<file path="src/rtl/i2c_mem_pkg.sv">
package i2c_mem_pkg;
  localparam int BYTE_W   = 8;
  localparam int ID_W     = 4;
  localparam int PAGE_POS = 1;
  localparam int RW_POS   = 0;

  typedef enum logic [2:0] {
    ST_IDLE,
    ST_DEV,
    ST_WORD,
    ST_WDATA,
    ST_ACK,
    ST_RDATA,
    ST_RACK,
    ST_HOLD
  } slv_state_t;
endpackage

</file>
<file path="src/rtl/i2c_bus_sync.sv">
module i2c_bus_sync #(
  parameter int STAGES = 2
) (
  input  logic clk,
  input  logic rst,
  input  logic scl_i,
  input  logic sda_i,
  output logic sda_s,
  output logic scl_rise,
  output logic scl_fall,
  output logic start_det,
  output logic stop_det
);
  localparam int LINES = 2;

  logic [LINES-1:0] raw;
  logic [LINES-1:0] line_s;
  logic [LINES-1:0] line_q;

  assign raw = {sda_i, scl_i};

  // one synchroniser chain per bus line, idle-high after reset
  generate
    for (genvar g = 0; g < LINES; g++) begin : g_line
      logic [STAGES-1:0] sr;
      always_ff @(posedge clk) begin
        if (rst) sr <= '1;
        else     sr <= {sr[STAGES-2:0], raw[g]};
      end
      assign line_s[g] = sr[STAGES-1];
    end
  endgenerate

  always_ff @(posedge clk) begin
    if (rst) line_q <= '1;
    else     line_q <= line_s;
  end

  assign sda_s     = line_s[1];
  assign scl_rise  =  line_s[0] & ~line_q[0];
  assign scl_fall  = ~line_s[0] &  line_q[0];
  assign start_det =  line_s[0] & line_q[0] &  line_q[1] & ~line_s[1];
  assign stop_det  =  line_s[0] & line_q[0] & ~line_q[1] &  line_s[1];
endmodule

</file>
<file path="src/rtl/i2c_mem_array.sv">
module i2c_mem_array #(
  parameter int AW = 9,
  parameter int DW = 8
) (
  input  logic          clk,
  input  logic          we,
  input  logic [AW-1:0] waddr,
  input  logic [DW-1:0] wdata,
  input  logic [AW-1:0] raddr,
  output logic [DW-1:0] rdata
);
  localparam int DEPTH = 1 << AW;

  logic [DW-1:0] mem [0:DEPTH-1];

  always_ff @(posedge clk) begin
    if (we) mem[waddr] <= wdata;
    rdata <= mem[raddr];
  end
endmodule

</file>
<file path="src/rtl/i2c_slave_ctrl.sv">
module i2c_slave_ctrl
  import i2c_mem_pkg::*;
#(
  parameter logic [ID_W-1:0] DEV_ID = 4'b1010,
  parameter int              AW     = BYTE_W + 1
) (
  input  logic              clk,
  input  logic              rst,
  input  logic              scl_rise,
  input  logic              scl_fall,
  input  logic              start_det,
  input  logic              stop_det,
  input  logic              sda_s,
  input  logic [BYTE_W-1:0] rd_data,
  output logic [AW-1:0]     cur_addr,
  output logic              wr_en,
  output logic [AW-1:0]     wr_addr,
  output logic [BYTE_W-1:0] wr_data,
  output logic              sda_oe
);
  localparam int                 CNT_W    = $clog2(BYTE_W + 1);
  localparam logic [CNT_W-1:0]   CNT_FULL = CNT_W'(BYTE_W);
  localparam int                 ID_HI    = BYTE_W - 1;
  localparam int                 ID_LO    = BYTE_W - ID_W;

  slv_state_t        state, after_ack;
  logic [CNT_W-1:0]  bit_cnt;
  logic [BYTE_W-1:0] shreg;
  logic [BYTE_W-1:0] tx;
  logic [AW-1:0]     addr_q;
  logic              oe_q;
  logic              m_ack;

  assign cur_addr = addr_q;
  assign sda_oe   = oe_q;

  always_ff @(posedge clk) begin
    wr_en <= 1'b0;
    if (rst) begin
      state     <= ST_IDLE;
      after_ack <= ST_IDLE;
      bit_cnt   <= '0;
      shreg     <= '0;
      tx        <= '0;
      addr_q    <= '0;
      oe_q      <= 1'b0;
      m_ack     <= 1'b0;
      wr_addr   <= '0;
      wr_data   <= '0;
    end else if (start_det) begin
      state   <= ST_DEV;
      bit_cnt <= '0;
      oe_q    <= 1'b0;
    end else if (stop_det) begin
      state   <= ST_IDLE;
      bit_cnt <= '0;
      oe_q    <= 1'b0;
    end else begin
      case (state)
        ST_DEV, ST_WORD, ST_WDATA: begin
          if (scl_rise) begin
            shreg   <= {shreg[BYTE_W-2:0], sda_s};
            bit_cnt <= bit_cnt + 1'b1;
          end else if (scl_fall && bit_cnt == CNT_FULL) begin
            bit_cnt <= '0;
            if (state == ST_DEV) begin
              if (shreg[ID_HI:ID_LO] == DEV_ID) begin
                addr_q[AW-1] <= shreg[PAGE_POS];
                after_ack    <= shreg[RW_POS] ? ST_RDATA : ST_WORD;
                oe_q         <= 1'b1;
                state        <= ST_ACK;
              end else begin
                state <= ST_HOLD;
              end
            end else if (state == ST_WORD) begin
              addr_q[BYTE_W-1:0] <= shreg;
              after_ack          <= ST_WDATA;
              oe_q               <= 1'b1;
              state              <= ST_ACK;
            end else begin
              wr_en     <= 1'b1;
              wr_addr   <= addr_q;
              wr_data   <= shreg;
              addr_q    <= addr_q + 1'b1;
              after_ack <= ST_WDATA;
              oe_q      <= 1'b1;
              state     <= ST_ACK;
            end
          end
        end
        ST_ACK: begin
          if (scl_fall) begin
            if (after_ack == ST_RDATA) begin
              tx      <= rd_data;
              oe_q    <= ~rd_data[BYTE_W-1];
              addr_q  <= addr_q + 1'b1;
              bit_cnt <= CNT_W'(1);
              state   <= ST_RDATA;
            end else begin
              oe_q    <= 1'b0;
              bit_cnt <= '0;
              state   <= after_ack;
            end
          end
        end
        ST_RDATA: begin
          if (scl_fall) begin
            if (bit_cnt == CNT_FULL) begin
              oe_q    <= 1'b0;
              bit_cnt <= '0;
              state   <= ST_RACK;
            end else begin
              oe_q    <= ~tx[BYTE_W-2];
              tx      <= {tx[BYTE_W-2:0], 1'b0};
              bit_cnt <= bit_cnt + 1'b1;
            end
          end
        end
        ST_RACK: begin
          if (scl_rise) begin
            m_ack <= ~sda_s;
          end else if (scl_fall) begin
            if (m_ack) begin
              tx      <= rd_data;
              oe_q    <= ~rd_data[BYTE_W-1];
              addr_q  <= addr_q + 1'b1;
              bit_cnt <= CNT_W'(1);
              state   <= ST_RDATA;
            end else begin
              state <= ST_HOLD;
            end
          end
        end
        default: begin
        end
      endcase
    end
  end
endmodule

</file>
<file path="src/rtl/i2c_mem_slave.sv">
module i2c_mem_slave
  import i2c_mem_pkg::*;
#(
  parameter logic [ID_W-1:0] DEV_ID      = 4'b1010,
  parameter int              SYNC_STAGES = 2
) (
  input  logic clk,
  input  logic rst,
  input  logic scl_i,
  input  logic sda_i,
  output logic sda_oe
);
  localparam int ADDR_W = BYTE_W + 1;

  logic              sda_s, scl_rise, scl_fall, start_det, stop_det;
  logic [ADDR_W-1:0] cur_addr, wr_addr;
  logic [BYTE_W-1:0] rd_data, wr_data;
  logic              mem_we;

  i2c_bus_sync #(.STAGES(SYNC_STAGES)) u_sync (
    .clk       (clk),
    .rst       (rst),
    .scl_i     (scl_i),
    .sda_i     (sda_i),
    .sda_s     (sda_s),
    .scl_rise  (scl_rise),
    .scl_fall  (scl_fall),
    .start_det (start_det),
    .stop_det  (stop_det)
  );

  i2c_slave_ctrl #(.DEV_ID(DEV_ID), .AW(ADDR_W)) u_ctrl (
    .clk       (clk),
    .rst       (rst),
    .scl_rise  (scl_rise),
    .scl_fall  (scl_fall),
    .start_det (start_det),
    .stop_det  (stop_det),
    .sda_s     (sda_s),
    .rd_data   (rd_data),
    .cur_addr  (cur_addr),
    .wr_en     (mem_we),
    .wr_addr   (wr_addr),
    .wr_data   (wr_data),
    .sda_oe    (sda_oe)
  );

  i2c_mem_array #(.AW(ADDR_W), .DW(BYTE_W)) u_mem (
    .clk   (clk),
    .we    (mem_we),
    .waddr (wr_addr),
    .wdata (wr_data),
    .raddr (cur_addr),
    .rdata (rd_data)
  );
endmodule

</file>
<file path="config.mk">
export PLATFORM = sky130hd
export DESIGN_NAME = i2c_mem_slave
export DESIGN_NICKNAME = d
export VERILOG_FILES = /design/src/rtl/i2c_mem_pkg.sv /design/src/rtl/i2c_bus_sync.sv /design/src/rtl/i2c_mem_array.sv /design/src/rtl/i2c_slave_ctrl.sv /design/src/rtl/i2c_mem_slave.sv
export SDC_FILE = /design/constraint.sdc
export NUM_CORES = 2
export LEC_CHECK = 0
export BUFFER_PORTS_ARGS = -buffer_cell sky130_fd_sc_hd__buf_2
export CORE_MARGIN = 2
export CORE_UTILIZATION = 55
export DETAILED_ROUTE_END_ITERATION = 8
export GPL_ROUTABILITY_DRIVEN = 0
export PLACE_DENSITY = 0.7
export SLEW_MARGIN = 0
export SYNTH_ARGS = -nofsm -noshare
export SYNTH_HDL_FRONTEND = slang
export SYNTH_SLANG_ARGS = --single-unit
</file>
<file path="constraint.sdc">
create_clock -name clk -period 8.8 [get_ports clk]
set_input_delay 2.2 -clock clk [delete_from_list [all_inputs] [get_ports clk]]
set_output_delay 2.2 -clock clk [all_outputs]
set_load 0.03 [all_outputs]
</file>
**Yosys cells after proc, flatten, opt, wreduce, memory -nomap -nowiden**

Memory sizes are Yosys's and may differ from the RTL's. A register that Yosys moved wholly into a read port is not among the register bits.
Index checks and enable logic that the tools add are counted.

- Muxes and demuxes: 63
- Shift-type cells: 0
- Bitwise operators: 20
- Multiply operators: 0
- Reductions and logical operators: 19
- $lt $le $gt $ge: 0
- Divide/modulo/power cells: 0
- $add $sub $neg: 2
- Equality and inequality tests: 31

Operators by type and width:

| kind | number |
|---|---|
| $mux 9 | 7 |
| $mux 7 | 7 |
| $mux 3 | 11 |
| $mux 4 | 8 |
| $pmux 9 s3 | 1 |
| $pmux 7 s3 | 1 |
| $mux 1 | 20 |
| $ne 4x3->1 const B | 5 |
| $mux 8 | 2 |
| $pmux 4 s4 | 1 |
| $reduce_and 8->1 | 2 |
| $ne 2x1->1 const B | 7 |
| $reduce_and 7->1 | 2 |
| $not 1->1 | 13 |
| $eq 3x3->1 const B | 4 |
| $pmux 3 s4 | 1 |
| $reduce_and 12->1 | 1 |
| $reduce_and 11->1 | 1 |
| $ne 2x2->1 const B | 5 |
| $reduce_and 10->1 | 1 |
| $add 9x1->9 const B | 1 |
| $reduce_and 9->1 | 1 |
| $eq 4x4->1 const B | 2 |
| $ne 4x4->1 const B | 2 |
| other kinds (16) | 29 |

- Output and inout port bits: 1
- Logic and storage cells: 152
- RAM bits: 4096
- Input bits: 4
- ROM bits: 0
- Bits in latches: 0
- Flip-flop bits (word level): 60
- Memories kept: 1

Memories:

| name | depth | bits a word | rd ports | clocked after memory_dff | wr ports | RTL line | text |
|---|---|---|---|---|---|---|---|
| u_mem.mem | 512 | 8 | 1 | 1 | 1 | i2c_mem_array.sv:14 | `logic [DW-1:0] mem [0:DEPTH-1];` |

**Logic depth before layout (Yosys ltp)**

- Word-level depth: 8
- Gate-level depth with buffers: 14
- Mapped depth without buffers: 9

**Cells and area by module**

From an unflattened synthesis, not the netlist that was laid out.

- Cells, all modules: 8360
- Area, all modules: 162876.2 um^2

Modules (own cells, without submodules):

| module | times used | sequential area each (um^2) | area each (um^2) | cells an instance |
|---|---|---|---|---|
| i2c_mem_array | 1 | 123158.1 | 159927.1 | 8030 |
| i2c_slave_ctrl | 1 | 1081.0 | 2758.9 | 314 |
| i2c_bus_sync | 1 | 120.1 | 190.2 | 16 |

**Worst setup path before layout**

OpenSTA, ideal clock, no wires.

- Path type: reg-to-reg
- Start point: register u_ctrl.wr_data[0]
- End point: memory u_mem.mem[0][0], data pin
- Data required time: 7291 ps
- Library setup time: 1509 ps
- Cell stages (with the launch flop): 1
- Data arrival time: 6514 ps
- Slack: 777 ps
- Path buffers: 0
- Period minus slack after synthesis: 8023 ps
- Cell sequence: dfxtp_1

RTL lines:

| what | RTL line | text |
|---|---|---|
| start: declaration | i2c_slave_ctrl.sv:18 | `output logic [BYTE_W-1:0] wr_data,` |
| start signal: assignment | i2c_slave_ctrl.sv:83 | `wr_data <= shreg;` |
| end: declaration | i2c_mem_array.sv:14 |  |

No word-level cell before the write port.

==> results by stage <==
Logic synthesis:
- The number of warnings issued by yosys is 0.
- The share of cell area taken by muxes after synthesis is 15.5%.
- Sorting the synthesized cells by area gives the leading types as sky130_fd_sc_hd__edfxtp_1 (76%), sky130_fd_sc_hd__mux4_2 (13%), sky130_fd_sc_hd__mux2i_1 (2.2%), sky130_fd_sc_hd__nor2_1 (1.4%), sky130_fd_sc_hd__dfxtp_1 (0.84%).
- The post-synthesis instance area is approximately 160,000 µm².
- The sequential element share of the synthesized area is around 77%.
- The fraction of synthesis flops using an asynchronous set or reset pin is 0%.
- The largest area contributor in the netlist is sky130_fd_sc_hd__edfxtp_1.
- The share of synthesized cell area in full adder, half adder and majority cells is less than 1%.
- The synthesized flop and latch total is 4,164.
- After synthesis, the largest area contributor takes up around three quarters of total cell area.
- Among all flip-flop cells after synthesis, the most frequent one is sky130_fd_sc_hd__edfxtp_1.
- The number of instances in the synthesized netlist is 7,838.
- Counting flops with a built-in enable in the synthesized netlist gives 4,096.
- The synthesized netlist devotes 2.87% of its cell area to simple gates.
- After synthesis, the most frequently instantiated cells are sky130_fd_sc_hd__edfxtp_1 (4,096), sky130_fd_sc_hd__mux4_2 (931), sky130_fd_sc_hd__nor2_1 (607).
- The fraction of synthesized cell area in xor and xnor cells is 0.0162%.
- The most used standard cell by instance count after synthesis is sky130_fd_sc_hd__edfxtp_1.
- When the netlist entered floorplanning its net count stood at 7,845.
- The combinational family with the most area after synthesis is multiplexers.
- Summing the areas of all compound-gate instances in the mapped netlist gives under 10% of the synthesized area.
- The number of distinct library cell variants in the gate-level netlist after synthesis is 81.
- Dividing the synthesized area by the synthesized cell count gives 20.7 µm².

Finish:
- For this run, the post-layout net count is approximately 7,900.
- Counting the fill cells in the layout gives 20,100.
- The area added between synthesis and finish is 10.4%.
- The post-route netlist has 21.4% of its cells at a drive strength greater than 1.

Floorplan:
- The site row count is 199.
- The core region is about 300,000 µm².
- Once the floorplan was initialized, standard cells occupied 55.2% of the core.
- In this run the horizontal extent of the chip is 546 µm.
- For this design the top-level I/O count stands at 5.
- The die is 546 µm tall.
- The die covers 299,000 µm².

Status:
- The run finished, with violations left.
- The checks that failed: max-capacitance violations.

Routing:
- The detailed router finished its first iteration with about 12,000 violations.
- For this block, the routed nets add up to ~430 mm of wire.
- The vias after detailed routing is 82,500.
- In the final routed layout, each cell accounts on average for 35.3 µm.
- The pre-antenna-repair detailed-routing pass consisted of 6 iterations.
- In the routed layout, each cell is associated on average with a via count of between 6 and 7.
- The DRC violation count after routing is 0.
- The number of antenna-violating nets in the routed design is 0.

Clock tree:
- The number of post-CTS setup repair buffers is 0.
- The CTS buffer count is 405.
- The maximum root-to-sink buffer count is 4.
- The number of buffers inserted by hold repair at cts is 0.
- The number of instances resized during post-cts repair is 0.
- TritonCTS built the clock tree.
- In this run the number of H-tree levels came out at 5.
- After clock tree synthesis, the clock-pin slew on the worst setup and hold paths is roughly 70 ps.
- Clock tree synthesis selected as its root buffer the cell sky130_fd_sc_hd__clkbuf_16.
- The number of clock sinks is 4,164.
- The clock insertion delay at the later pin of the skew report is 940 ps.

Worst hold path:
- The type of the worst min-delay path is reg2reg.

Global routing:
- The first global-routing pass estimated 607 mm of wire.
- The number of antenna violations at the first check in global routing is 18.
- The via count of the first global-routing pass is 81,100.
- The largest net degree at the start of global routing is 233.
- The total congestion overflow is 0.
- Global routing used 28.5% of the available tracks across all layers.

Power and ir drop:
- For this design the static power due to leakage is 54.5 nW.
- IR analysis of the VDD net gives a maximum drop of 0.161 mV.
- The design draws 38.4 mW.
- The total power density per cell area is 215 nW/µm².

Timing:
- For this run, the top clock speed supported by timing is 0.185 GHz.
- The number of endpoints with negative hold slack in the final report is 0.
- The final critical path time including I/O delays and setup is 5420 ps.
- Setup violations remaining at the end of the flow were counted as 0.
- The number of max-slew violations in the final report is 0.
- Setup total negative slack on the finished layout was measured at 0 ps.
- The remaining max-slew budget at the tightest pin is 2.12%.
- Final hold analysis gives a worst-case slack of ~470 ps.
- The transition time at the pin with the least slew margin is 1450 ps.
- The clock arrives with 71.3 ps of skew.
- The final critical path takes up between 60 and 70% of the cycle.
- Setup repair after global routing left no endpoint under its margin.

Worst setup path:
- The worst setup path is launched from a flip-flop.
- Counting both buffers and inverters, the worst setup path holds a total of 2.
- On the worst path, the slowest cell contributes a delay of about 1200 ps.
- At the worst endpoint, the arrival time is 6160 ps.
- The required time at the worst-slack endpoint is 9540 ps.
- Along the worst path, the maximum fanout reaches 43.
- By startpoint and endpoint, the worst setup path is classified as reg2reg.
- STA classifies the critical path endpoint as a flip-flop.
- The slowest stage of the critical path belongs to the cell sky130_fd_sc_hd__nor4_1.
- Traced cell by cell, the critical path runs through buf_4, buf_4, mux4_2, mux4_2, o21ai_1, nor2_1, nor4_1, a22oi_1.
- The cell type group with the largest total delay on the critical path is buffers and inverters.

Placed design:
- The half-perimeter wire length after detailed placement is 246 mm.
- The count of buffers inserted at the top-level ports is 4.

Flow run:
- The max-capacitance violation count is 1.
tightest hold or removal path, delay by kind of cell (launching register included):
kind	cells	cell delay [ps]
and+or+nand+nor	1	60
DFF	1	300
AOI/OAI and AO/OA	1	60
where the power goes:
group	total, mW	switching, mW	internal (mW)
clock	17.0	7.31	9.66
sequential	21.4	0.00216	21.4
combinational	0.0157	0.0113	0.00432
total	38.4	7.32	31.1
layer usage:
| metal | vias to the layer above | GRT usage, % | wire [µm] |
|---|---|---|---|
| met1 | 43500 | 39.9 | 159000 |
| met4 | 14 | 11.8 | 19500 |
| met2 | 5336 | 43.4 | 200000 |
| met3 | 911 | 7.13 | 51100 |
| li1 | 32700 | - | - |
| met5 | - | 0 | 103 |
area by class of cell:
type	instances	area [µm²]	area share, %
clock inverter	221	2100	1.18
clock buffer	501	10700	5.96
antenna	8	20.0	0.0112
multi-input combinational	3170	35000	19.6
tap	3919	4900	2.74
sequential	4164	124000	69.6
inverter	13	63.8	0.0357
timing repair buffer	169	1570	0.879
per-stage QoR:
stage | std cells | utilization, % | cell area (µm²) | setup WS, ps
floorplan | 7838 | - | 162000 | 777
global placement | 11400 | 56.6 | 166000 | 3130
detailed placement | 11400 | 56.6 | 166000 | 3540
CTS | 12200 | 60.9 | 179000 | 3460
global route | 12200 | 60.9 | 179000 | 3280
finish | 12200 | 60.9 | 179000 | 3380
layout by cell type (no fill, tap or decap), types with 10 or more instances in the layout:
master	synthesis	routed
sky130_fd_sc_hd__edfxtp_1	4096	4096
sky130_fd_sc_hd__a2111oi_0	11	10
sky130_fd_sc_hd__nand3_1	55	51
sky130_fd_sc_hd__mux4_2	931	931
sky130_fd_sc_hd__buf_12	1	25
sky130_fd_sc_hd__nor2_1	607	604
sky130_fd_sc_hd__dfxtp_4	0	14
sky130_fd_sc_hd__a31oi_1	17	17
sky130_fd_sc_hd__nor2b_1	26	18
sky130_fd_sc_hd__or2_2	12	12
sky130_fd_sc_hd__clkbuf_1	219	88
sky130_fd_sc_hd__o211ai_1	18	18
sky130_fd_sc_hd__clkbuf_16	0	412
sky130_fd_sc_hd__bufinv_16	0	37
sky130_fd_sc_hd__o21ai_1	32	32
sky130_fd_sc_hd__clkinvlp_4	0	13
sky130_fd_sc_hd__a21oi_1	170	170
sky130_fd_sc_hd__o21ai_0	70	70
sky130_fd_sc_hd__nand2_1	278	266
sky130_fd_sc_hd__clkinv_1	2	84
sky130_fd_sc_hd__o221ai_1	55	55
sky130_fd_sc_hd__a221oi_1	70	70
sky130_fd_sc_hd__buf_4	52	140
sky130_fd_sc_hd__mux2_2	43	43
sky130_fd_sc_hd__clkinv_2	0	69
sky130_fd_sc_hd__nor3_1	28	27
sky130_fd_sc_hd__nand2_4	0	12
sky130_fd_sc_hd__nand4_1	12	12
sky130_fd_sc_hd__and2_1	13	12
sky130_fd_sc_hd__dfxtp_1	68	53
sky130_fd_sc_hd__a22oi_1	100	100
sky130_fd_sc_hd__mux2i_1	356	356
sky130_fd_sc_hd__o22ai_1	53	53
sky130_fd_sc_hd__a211oi_1	48	48
final timing paths:
path / start / endpoint / slack, ps / cells after the start
hold / removal: u_mem.rdata[0] / u_ctrl.tx[0] / 470 / 2
hold reg to reg: u_mem.rdata[0] / u_ctrl.tx[0] / 470 / 2
setup reg to reg: u_ctrl.cur_addr[0] / u_mem.rdata[4] / 3380 / 8
setup / recovery: u_ctrl.cur_addr[0] / u_mem.rdata[4] / 3380 / 8
registers in the layout, summed over array words and instances (netlist names), 7 cells and up:
register / cells
u_ctrl.tx: 7
u_ctrl.wr_addr: 9
u_ctrl.shreg: 8
u_mem.mem: 4096
u_mem.rdata: 8
u_ctrl.wr_data: 8
u_ctrl.cur_addr: 9
cells by family after synthesis:
group,Yosys count
multiplexers,1332
flip-flops,4164
buffers and inverters,504
AND/OR/NAND/NOR,1102
AO/OA/AOI/OAI,730
adder cells (fa/ha/maj),3
XOR/XNOR,3
No activity file was read; power rests on OpenSTA's default activity.
